[src/rtl/sata_port_pkg.sv]
package sata_port_pkg;

    localparam int WORD_W = 32;

    // Word indices inside the port window; the index order is decoded by software.
    localparam int W_CLB   = 0;
    localparam int W_CLBU  = 1;
    localparam int W_FB    = 2;
    localparam int W_FBU   = 3;
    localparam int W_IS    = 4;
    localparam int W_IE    = 5;
    localparam int W_CMD   = 6;
    localparam int W_TFD   = 8;
    localparam int W_SIG   = 9;
    localparam int W_SSTS  = 10;
    localparam int W_SCTL  = 11;
    localparam int W_SERR  = 12;
    localparam int W_SACT  = 13;
    localparam int W_CI    = 14;

    localparam logic [WORD_W-1:0] IE_KEEP   = 32'hFDC0_00FF;
    localparam logic [WORD_W-1:0] CMD_HWOWN = 32'h0000_FF00;
    localparam logic [WORD_W-1:0] CMD_ZERO  = 32'hF000_0000;

    localparam logic [3:0] DET_ACTIVE = 4'h1;
    localparam logic [3:0] DET_IDLE   = 4'h0;

    typedef struct packed {
        logic [WORD_W-1:0] clb;
        logic [WORD_W-1:0] clbu;
        logic [WORD_W-1:0] fb;
        logic [WORD_W-1:0] fbu;
        logic [WORD_W-1:0] is_w;
        logic [WORD_W-1:0] ie;
        logic [WORD_W-1:0] cmd;
        logic [WORD_W-1:0] tfd;
        logic [WORD_W-1:0] sig;
        logic [WORD_W-1:0] sctl;
        logic [WORD_W-1:0] serr;
    } port_words_t;

endpackage

[src/rtl/sata_port_decode.sv]
module sata_port_decode #(
    parameter int AW = 5,
    localparam int NW = 1 << AW
) (
    input  logic          wr_en,
    input  logic [AW-1:0] addr,
    output logic [NW-1:0] wsel
);
    for (genvar i = 0; i < NW; i++) begin : g_sel
        assign wsel[i] = wr_en && (addr == AW'(i));
    end
endmodule

[src/rtl/sata_port_sstatus.sv]
module sata_port_sstatus #(
    parameter logic [3:0] DET_UP = 4'h3,
    parameter logic [3:0] SPD    = 4'h1,
    parameter logic [3:0] IPM    = 4'h1
) (
    input  logic        dev_present,
    output logic [31:0] ssts
);
    always_comb begin
        if (dev_present) ssts = {20'h0, IPM, SPD, DET_UP};
        else             ssts = 32'h0;
    end
endmodule

[src/rtl/sata_port_rdmux.sv]
module sata_port_rdmux #(
    parameter int AW = 5,
    localparam int NW = 1 << AW
) (
    input  logic [AW-1:0]       addr,
    input  logic [NW-1:0][31:0] words,
    output logic [31:0]         data
);
    assign data = words[addr];
endmodule

[src/rtl/sata_port_regs.sv]
module sata_port_regs
    import sata_port_pkg::*;
#(
    parameter int AW        = 5,
    parameter int NUM_SLOTS = 32,
    localparam int NW = 1 << AW,
    localparam int SW = $clog2(NUM_SLOTS)
) (
    input  logic              clk,
    input  logic              rst_n,
    input  logic              wr_en,
    input  logic              rd_en,
    input  logic [AW-1:0]     addr,
    input  logic [WORD_W-1:0] wdata,
    output logic [WORD_W-1:0] rdata,
    output logic              rvalid,
    input  logic              dev_present,
    input  logic [WORD_W-1:0] is_evt,
    input  logic [WORD_W-1:0] serr_evt,
    input  logic              tfd_ld,
    input  logic [WORD_W-1:0] tfd_val,
    input  logic              sig_ld,
    input  logic [WORD_W-1:0] sig_val,
    input  logic              list_run,
    input  logic              fis_run,
    input  logic [5:0]        ccs_in,
    input  logic              busy_set,
    input  logic [SW-1:0]     busy_idx,
    input  logic              cmd_done,
    output logic              irq_req,
    output logic              port_reset_req,
    output logic [WORD_W-1:0] cmd_word,
    output logic [WORD_W-1:0] ci_word
);

    typedef struct packed {
        port_words_t          w;
        logic [NUM_SLOTS-1:0] sact;
        logic [NUM_SLOTS-1:0] ci;
        logic                 busy_vld;
        logic [SW-1:0]        busy_slot;
        logic                 rst_pulse;
        logic [WORD_W-1:0]    rdata;
        logic                 rvalid;
    } state_t;

    state_t s_d, s_q;

    logic [NW-1:0]             wsel;
    logic [WORD_W-1:0]         ssts_val;
    logic [NW-1:0][WORD_W-1:0] rd_words;
    logic [WORD_W-1:0]         rd_sel;
    logic [WORD_W-1:0]         hw_cmd_bits;

    sata_port_decode #(.AW(AW)) u_decode (
        .wr_en (wr_en),
        .addr  (addr),
        .wsel  (wsel)
    );

    sata_port_sstatus u_sstatus (
        .dev_present (dev_present),
        .ssts        (ssts_val)
    );

    always_comb begin
        for (int i = 0; i < NW; i++) rd_words[i] = '0;
        rd_words[W_CLB]  = s_q.w.clb;
        rd_words[W_CLBU] = s_q.w.clbu;
        rd_words[W_FB]   = s_q.w.fb;
        rd_words[W_FBU]  = s_q.w.fbu;
        rd_words[W_IS]   = s_q.w.is_w;
        rd_words[W_IE]   = s_q.w.ie;
        rd_words[W_CMD]  = s_q.w.cmd;
        rd_words[W_TFD]  = s_q.w.tfd;
        rd_words[W_SIG]  = s_q.w.sig;
        rd_words[W_SSTS] = ssts_val;
        rd_words[W_SCTL] = s_q.w.sctl;
        rd_words[W_SERR] = s_q.w.serr;
        rd_words[W_SACT] = WORD_W'(s_q.sact);
        rd_words[W_CI]   = WORD_W'(s_q.ci);
    end

    sata_port_rdmux #(.AW(AW)) u_rdmux (
        .addr  (addr),
        .words (rd_words),
        .data  (rd_sel)
    );

    assign hw_cmd_bits = {16'h0, list_run, fis_run, ccs_in, 8'h0};

    always_comb begin
        s_d = s_q;

        if (wsel[W_CLB])  s_d.w.clb  = wdata;
        if (wsel[W_CLBU]) s_d.w.clbu = wdata;
        if (wsel[W_FB])   s_d.w.fb   = wdata;
        if (wsel[W_FBU])  s_d.w.fbu  = wdata;
        if (wsel[W_IE])   s_d.w.ie   = wdata & IE_KEEP;
        if (wsel[W_SCTL]) s_d.w.sctl = wdata;

        // Interrupt status: clear on write-1, hardware events win.
        s_d.w.is_w = (s_q.w.is_w & ~(wsel[W_IS] ? wdata : '0)) | is_evt;
        s_d.w.serr = (s_q.w.serr & ~(wsel[W_SERR] ? wdata : '0)) | serr_evt;

        // Command word: hardware-owned fields mirror the engine every cycle.
        if (wsel[W_CMD]) s_d.w.cmd = wdata & ~(CMD_HWOWN | CMD_ZERO);
        else             s_d.w.cmd = s_q.w.cmd & ~(CMD_HWOWN | CMD_ZERO);
        s_d.w.cmd = s_d.w.cmd | hw_cmd_bits;

        if (tfd_ld) s_d.w.tfd = tfd_val;
        if (sig_ld) s_d.w.sig = sig_val;

        if (wsel[W_SACT]) s_d.sact = s_q.sact | wdata[NUM_SLOTS-1:0];

        // Completion first, then host write-1-to-set, so a new issue wins.
        if (cmd_done && s_q.busy_vld) begin
            s_d.ci[s_q.busy_slot] = 1'b0;
            s_d.busy_vld          = 1'b0;
        end
        if (wsel[W_CI]) s_d.ci = s_d.ci | wdata[NUM_SLOTS-1:0];

        if (busy_set) begin
            s_d.busy_vld  = 1'b1;
            s_d.busy_slot = busy_idx;
        end

        s_d.rst_pulse = wsel[W_SCTL] && (s_q.w.sctl[3:0] == DET_ACTIVE)
                        && (wdata[3:0] == DET_IDLE);

        s_d.rvalid = rd_en;
        s_d.rdata  = rd_en ? rd_sel : '0;
    end

    always_ff @(posedge clk) begin
        if (!rst_n) s_q <= '0;
        else        s_q <= s_d;
    end

    assign rdata          = s_q.rdata;
    assign rvalid         = s_q.rvalid;
    assign irq_req        = |(s_q.w.is_w & s_q.w.ie);
    assign port_reset_req = s_q.rst_pulse;
    assign cmd_word       = s_q.w.cmd;
    assign ci_word        = WORD_W'(s_q.ci);

    // read data appears exactly one cycle after the request
    assert_rvalid_timing_R2: assert property (@(posedge clk) disable iff (!rst_n)
        rvalid == $past(rd_en));

    // enable word keeps only the implemented bits of the write
    assert_ie_mask_R3: assert property (@(posedge clk) disable iff (!rst_n)
        (wr_en && addr == AW'(W_IE)) |=> ((s_q.w.ie & ~IE_KEEP) == '0));

    // a request needs at least one enabled bit
    assert_irq_enabled_R5: assert property (@(posedge clk) disable iff (!rst_n)
        irq_req |-> (s_q.w.ie != '0));

    // after a host write, the zero field is clear and hardware fields follow the engine
    assert_cmd_fields_R6: assert property (@(posedge clk) disable iff (!rst_n)
        (wr_en && addr == AW'(W_CMD)) |=>
        (cmd_word[31:28] == 4'h0 && cmd_word[15] == $past(list_run)
         && cmd_word[13:8] == $past(ccs_in)));

    // reset request only after the active-to-idle control write
    assert_reset_cause_R7: assert property (@(posedge clk) disable iff (!rst_n)
        port_reset_req |-> $past(wr_en && addr == AW'(W_SCTL) && wdata[3:0] == 4'h0));

    // link-status read follows device presence
    assert_ssts_read_R10: assert property (@(posedge clk) disable iff (!rst_n)
        (rd_en && addr == AW'(W_SSTS)) |=>
        (rdata == ($past(dev_present) ? 32'h113 : 32'h0)));

    // completion without a same-cycle reissue drops the busy slot's bit
    assert_done_clears_R11: assert property (@(posedge clk) disable iff (!rst_n)
        (cmd_done && s_q.busy_vld && !busy_set && !(wr_en && addr == AW'(W_CI)))
        |=> !ci_word[$past(s_q.busy_slot)]);

endmodule

[config.mk]
export PLATFORM = sky130hd
export DESIGN_NAME = sata_port_regs
export DESIGN_NICKNAME = d
export VERILOG_FILES = /design/src/rtl/sata_port_pkg.sv /design/src/rtl/sata_port_decode.sv /design/src/rtl/sata_port_sstatus.sv /design/src/rtl/sata_port_rdmux.sv /design/src/rtl/sata_port_regs.sv
export SDC_FILE = /design/constraint.sdc
export NUM_CORES = 1
export LEC_CHECK = 0
export ABC_AREA = 0
export BUFFER_PORTS_ARGS = -buffer_cell sky130_fd_sc_hd__buf_4
export CORE_UTILIZATION = 40
export DETAILED_ROUTE_END_ITERATION = 6
export PLACE_DENSITY = 0.66
export SETUP_SLACK_MARGIN = 0.1
export SYNTH_ARGS = -nofsm -noshare
export SYNTH_HDL_FRONTEND = slang
export SYNTH_SLANG_ARGS = --single-unit
export TNS_END_PERCENT = 5
[constraint.sdc]
create_clock -name clk -period 1.7 [get_ports clk]
set_clock_uncertainty 0.05 [all_clocks]
set_input_delay 0.17 -clock clk [delete_from_list [all_inputs] [get_ports clk]]
set_output_delay 0.17 -clock clk [all_outputs]
set_load 0.02 [all_outputs]
# Word-level counts from Yosys, hierarchy flattened
# Cells that the tools add are included.
# word_totals
elab_cells	75
out_inout_bits	99
ff_bits	441
inputBits	187
# op_classes
reduce_logical	20
order_cmp	3
n_mux	11
n_eq_ne	11
n_bitwise	12
# op_table
op	n
binary-select mux 32 bit (select 5 bit)	1
AND 32 bit	4
two-way mux 32 bit	4
OR 32 bit	4
inverter 32 bit	3
two-way mux 33 bit	1
OR 32 x 16 -> 32 bit	1
OR reduction 32 bit	1
two-way mux 28 bit	1
equality test 5 x 4 -> 1 bit, second input constant	4
equality test 5 x 3 -> 1 bit, second input constant	3
logical AND 1 bit	15
less-than comparator 5 x 6 -> 1 bit, second input constant	2
equality test 5 x 2 -> 1 bit, second input constant	2
two-way mux 9 bit	1
two-way mux 6 bit	1
demux 1 bit (select 5 bit)	1
equality test 5 x 1 -> 1 bit, second input constant	1
greater-or-equal comparator 5 x 1 -> 1 bit, second input constant	1
logical NOT 5 bit	1
equality test 4 x 1 -> 1 bit, second input constant	1
logical NOT 4 bit	1
AND reduction 2 bit	1
nonzero test 2 bit	1
two-way mux 1 bit	1

# Longest topological paths before layout
# depth
ltp_word	9
mapped_depth	8
depth_no_buf	4

# By module
# From an unflattened synthesis, not the netlist that was laid out.
# hier_totals
hier_cells	2857
hier_area_um2	26023.7
# by_module_without_submodules
mod	area_per_inst_um2	n_inst	seq_area_each_um2	cells_each
sata_port_regs	16658.5	1	8748.4	1619
sata_port_rdmux	8887.3	1	0.0	1158
sata_port_sstatus	244.0	1	0.0	33
sata_port_decode	234.0	1	0.0	47

# Least setup slack after synthesis
# OpenSTA, ideal clock, no wires.
# synth_timing
path_type	input -> register
startpoint	input port addr[3]
endpoint	register s_q, in the netlist rd_words[131]
setup_time_ps	115
n_path_buf	2
stages	6
t_arrival_ps	1437
required_ps	1535
setup_slack_ps	99
cell_sequence	buf_4 or4b_4 nor2_8 buf_12 a21boi_2 o21a_1
# synth_via
elab_chain_len	6
# synth_lines
element	line	text
start: declaration	sata_port_regs.sv:13	input logic [AW-1:0] addr,
equality test 5 x 3 -> 1 bit	sata_port_decode.sv:10	assign wsel[i] = wr_en && (addr == AW'(i));
logical AND 1 bit	sata_port_decode.sv:10	
two-way mux 32 bit	sata_port_regs.sv:103	s_d.w.is_w = (s_q.w.is_w & ~(wsel[W_IS] ? wdata : '0)) | is_evt;
inverter 32 bit	sata_port_regs.sv:103	
AND 32 bit	sata_port_regs.sv:103	
OR 32 bit	sata_port_regs.sv:103	
end signal: assignment	sata_port_regs.sv:136	if (!rst_n) s_q <= '0;
end signal: assignment	sata_port_regs.sv:137	else s_q <= s_d;
end: declaration	sata_port_regs.sv:47	state_t s_d, s_q;
# No other way between the ends.
# A chain may end at the register's enable or synchronous reset.

# Final worst setup path
# layout_timing
startpoint	register s_q, in the netlist rd_words[184]
endpoint	output port irq_req
# layout_via
elab_chain_len	2
# layout_lines
element	line	text
AND 32 bit	sata_port_regs.sv:142	assign irq_req = |(s_q.w.is_w & s_q.w.ie);
OR reduction 32 bit	sata_port_regs.sv:142	
end: declaration	sata_port_regs.sv:30	output logic irq_req,
# No other way between the ends.

==> results.txt <==
The first-pass detailed-route iteration total is 6. The die covers 51100 um2. The worst hold path begins at rst_n. The library cell used most frequently in the layout, excluding fill and tap cells, is sky130_fd_sc_hd__dfxtp_1.

The setup slack of the critical path after layout is -0.339 ns. Each instance of the synthesized netlist takes up on average 9.28 um2. The tree is rooted in a sky130_fd_sc_hd__clkbuf_16. The number of remaining DRC errors came out at 0. The width of the die came out at 226 um.

The maximum buffer depth of the clock tree came out at 3. The largest net degree at the start of global routing is 188. Among all flip-flop cells after synthesis, the most frequent one is sky130_fd_sc_hd__dfxtp_1. The clock drives 437 sinks. At the worst endpoint, the required time is 1.48 ns. The number of max-capacitance violations reported is 0. In this run the worst hold path is classified as input pin to register. The post-synthesis register bit count came out at 437. The number of H-tree branching levels is 2. The global routing usage summed across all routing layers came out at 25.1%. The post-CTS clock slew at the launch and capture registers of the worst setup and hold paths came out at 0.06 ns. The sequential element share of the synthesized area came out at 43.6%.

The number of nets in the layout is 2697. The wire length of the first global-routing pass is 98400 um. The total congestion overflow after global routing came out at 0. The final period utilization is 120%. At the later pin of the worst-skew pair, clock insertion delay measures 0.59 ns. The final reports fail on negative setup slack. 286 I/O pins were placed. The standard cell area after detailed placement is 22800 um2. The number of port buffers came out at 281. Overall power consumption after layout is estimated at 24000 uW.

The worst register-to-register path begins at s_q[36]. The total via count in the routed design is 16900. The count of flip-flops with a built-in enable after synthesis is 0.

The number of nets still failing antenna checks after routing came out at 0. The layout cell share with drive strength beyond 1 is 23.2%. Dividing the detail-routed wire length by the instance count gives 20.2 um. The worst path arrival time came out at 1.82 ns. The number of pins exceeding their max-slew limit in the final report came to 0. The startpoint type of the worst setup path is a register.

The critical path starts at rd_words[184]. The worst hold slack after final layout is 0.0591 ns. The height of the die came out at 226 um. After the first detailed-routing iteration, the DRC count stood at 1222.

The total detailed-routing wirelength came out at 65000 um. In the layout the commonest cells are 435 x sky130_fd_sc_hd__dfxtp_1, 432 x sky130_fd_sc_hd__nand2_1, 369 x sky130_fd_sc_hd__buf_4. After routing the design area is 26200 um2. The mapped netlist covers 20100 um2. From synthesis to final layout, the design area changed by 30.5%. The final count of hold timing violations came out at 0. The critical path in this run is classified as register to output port. The number of antenna violations at the first check in global routing came out at 1. The final period demand of the worst path came out at 2.04 ns. The post-detailed-placement half-perimeter wirelength is 45500 um. The flow ran to the end, but the final reports show violations.

The gate count after technology mapping came out at 2163. The count of warnings emitted by yosys came out at 0. The number of global-route vias before repair is 16700. Of all nets on the critical path, the largest fanout is 2. The ratio of total power to cell area came out at 917 nW/um2.

After detailed routing, the number of vias per cell comes to 5.25. The count of endpoints failing setup in the final report is 1. Measured against its own limit, the worst slew margin works out to 47.2%. The standard-cell row count is 81. For the pin with the worst max-slew slack, the measured transition is 0.793 ns. The floorplan core area came out at 49300 um2. The endpoint class of the critical path is an output port. TritonCTS created 47 clock buffers.

In this run the static leakage power is 0.0101 uW. The post-placement setup slack came out at -0.0787 ns. The number of distinct library cells after synthesis came out at 56. Setup repair after global routing could not meet its margin everywhere. The worst-case vdd ir drop came out at 857 uV. The effective utilization at floorplan came out at 40.8%. Routability-driven placement finished with a final weighted congestion of 0.845. The peak clock frequency supported by timing is 0.490 GHz. The share of synthesized flip-flops with an asynchronous set or reset is 0%. TritonCTS built the clock tree.
[cell families (layout without fill, tap and decap cells)]
| kind of cell | count (synthesis) | after routing | synth area share (%) |
|---|---|---|---|
| flops | 437 | 437 | 43.6 |
| buf+inv | 307 | 686 | 8.69 |
| compound gates | 574 | 574 | 21.1 |
| mux | 211 | 211 | 12.3 |
| simple gates | 633 | 633 | 14.3 |
| other cells | 1 | 5 | 0.0187 |
[synthesized netlist by cell type, types with 13 or more instances]
library cell,count,area (um2)
sky130_fd_sc_hd__a211oi_1,13,97.6
sky130_fd_sc_hd__a21boi_0,173,1300
sky130_fd_sc_hd__a21boi_1,90,676
sky130_fd_sc_hd__a21boi_2,30,338
sky130_fd_sc_hd__a21oi_1,51,255
sky130_fd_sc_hd__a221oi_1,20,175
sky130_fd_sc_hd__buf_2,81,405
sky130_fd_sc_hd__buf_4,114,856
sky130_fd_sc_hd__clkbuf_1,88,330
sky130_fd_sc_hd__dfxtp_1,437,8750
sky130_fd_sc_hd__inv_1,14,52.6
sky130_fd_sc_hd__mux2_2,18,203
sky130_fd_sc_hd__mux2i_1,167,1670
sky130_fd_sc_hd__mux4_2,26,586
sky130_fd_sc_hd__nand2_1,433,1630
sky130_fd_sc_hd__nor2_1,37,139
sky130_fd_sc_hd__nor2b_1,105,657
sky130_fd_sc_hd__o21a_1,65,488
sky130_fd_sc_hd__o21ai_0,42,210
sky130_fd_sc_hd__o221ai_1,13,114
sky130_fd_sc_hd__o22ai_1,33,206
sky130_fd_sc_hd__o32ai_1,18,158
[registers in the layout, summed over array words and instances, names as in the netlist]
| signal | cells |
|---|---|
| rvalid | 1 |
| s_q | 6 |
| port_reset_req | 1 |
| rd_words | 337 |
| cmd_word | 28 |
| rdata | 32 |
| ci_word | 32 |
[critical path: stages, from the launching register on]
cell,delay (ns)
sky130_fd_sc_hd__dfxtp_2,0.33
sky130_fd_sc_hd__a22o_1,0.23
sky130_fd_sc_hd__a221oi_2,0.16
sky130_fd_sc_hd__and3_1,0.21
sky130_fd_sc_hd__nand3_2,0.13
sky130_fd_sc_hd__buf_6,0.17
[report_power, final]
part	internal, uW	switching, uW
Clock	6300	4330
Sequential	10500	195
Combinational	1410	1270
Total	18200	5800
[what timing repair did]
item,in CTS,in global routing
pin swaps,2,4
endpoints found under the hold margin,404,0
endpoints found under the setup margin,1,2
buffers inserted,2,0
gates resized for setup,7,3
hold buffers,180,0
[layout make-up]
type | instances | area [um2]
tap | 664 | 831
clock inverter | 25 | 294
antenna | 1 | 2.50
clock buffer | 59 | 1290
sequential | 437 | 8750
inverter | 14 | 52.6
fill | 4461 | 23100
timing repair buffer | 588 | 5330
multi-input combinational | 1422 | 9650
[worst paths after layout]
| kind | cells after the start | slack (ns) | to |
|---|---|---|---|
| max | 5 | -0.34 | irq_req |
| min | 3 | 0.06 | rd_words[374] |
| max reg2reg | 3 | 0.21 | ci_word[7] |
| min reg2reg | 2 | 0.40 | rd_words[92] |
[through the flow]
stage	setup TNS, ns	instances	util [%]
6_report	-0.339	3210	53.2
5_1_grt	-0.383	3210	53.2
4_1_cts	-0.365	3209	53.2
3_5_place_dp	-2.05	2943	46.2
3_3_place_gp	-0.447	2943	46.2
2_1_floorplan	0	2166	-
[metal layers]
layer  wire [um]  GRT usage, %  up-vias  share of wire (%)
met5           0             0        -                  0
met4        1820          8.09        0                2.8
met3        4300          4.20      115                6.6
met2       28700          38.7      622                 44
met1       30100          35.4     8092                 46
li1            -             -     8030                  -
(Power assumes the default switching activity.)
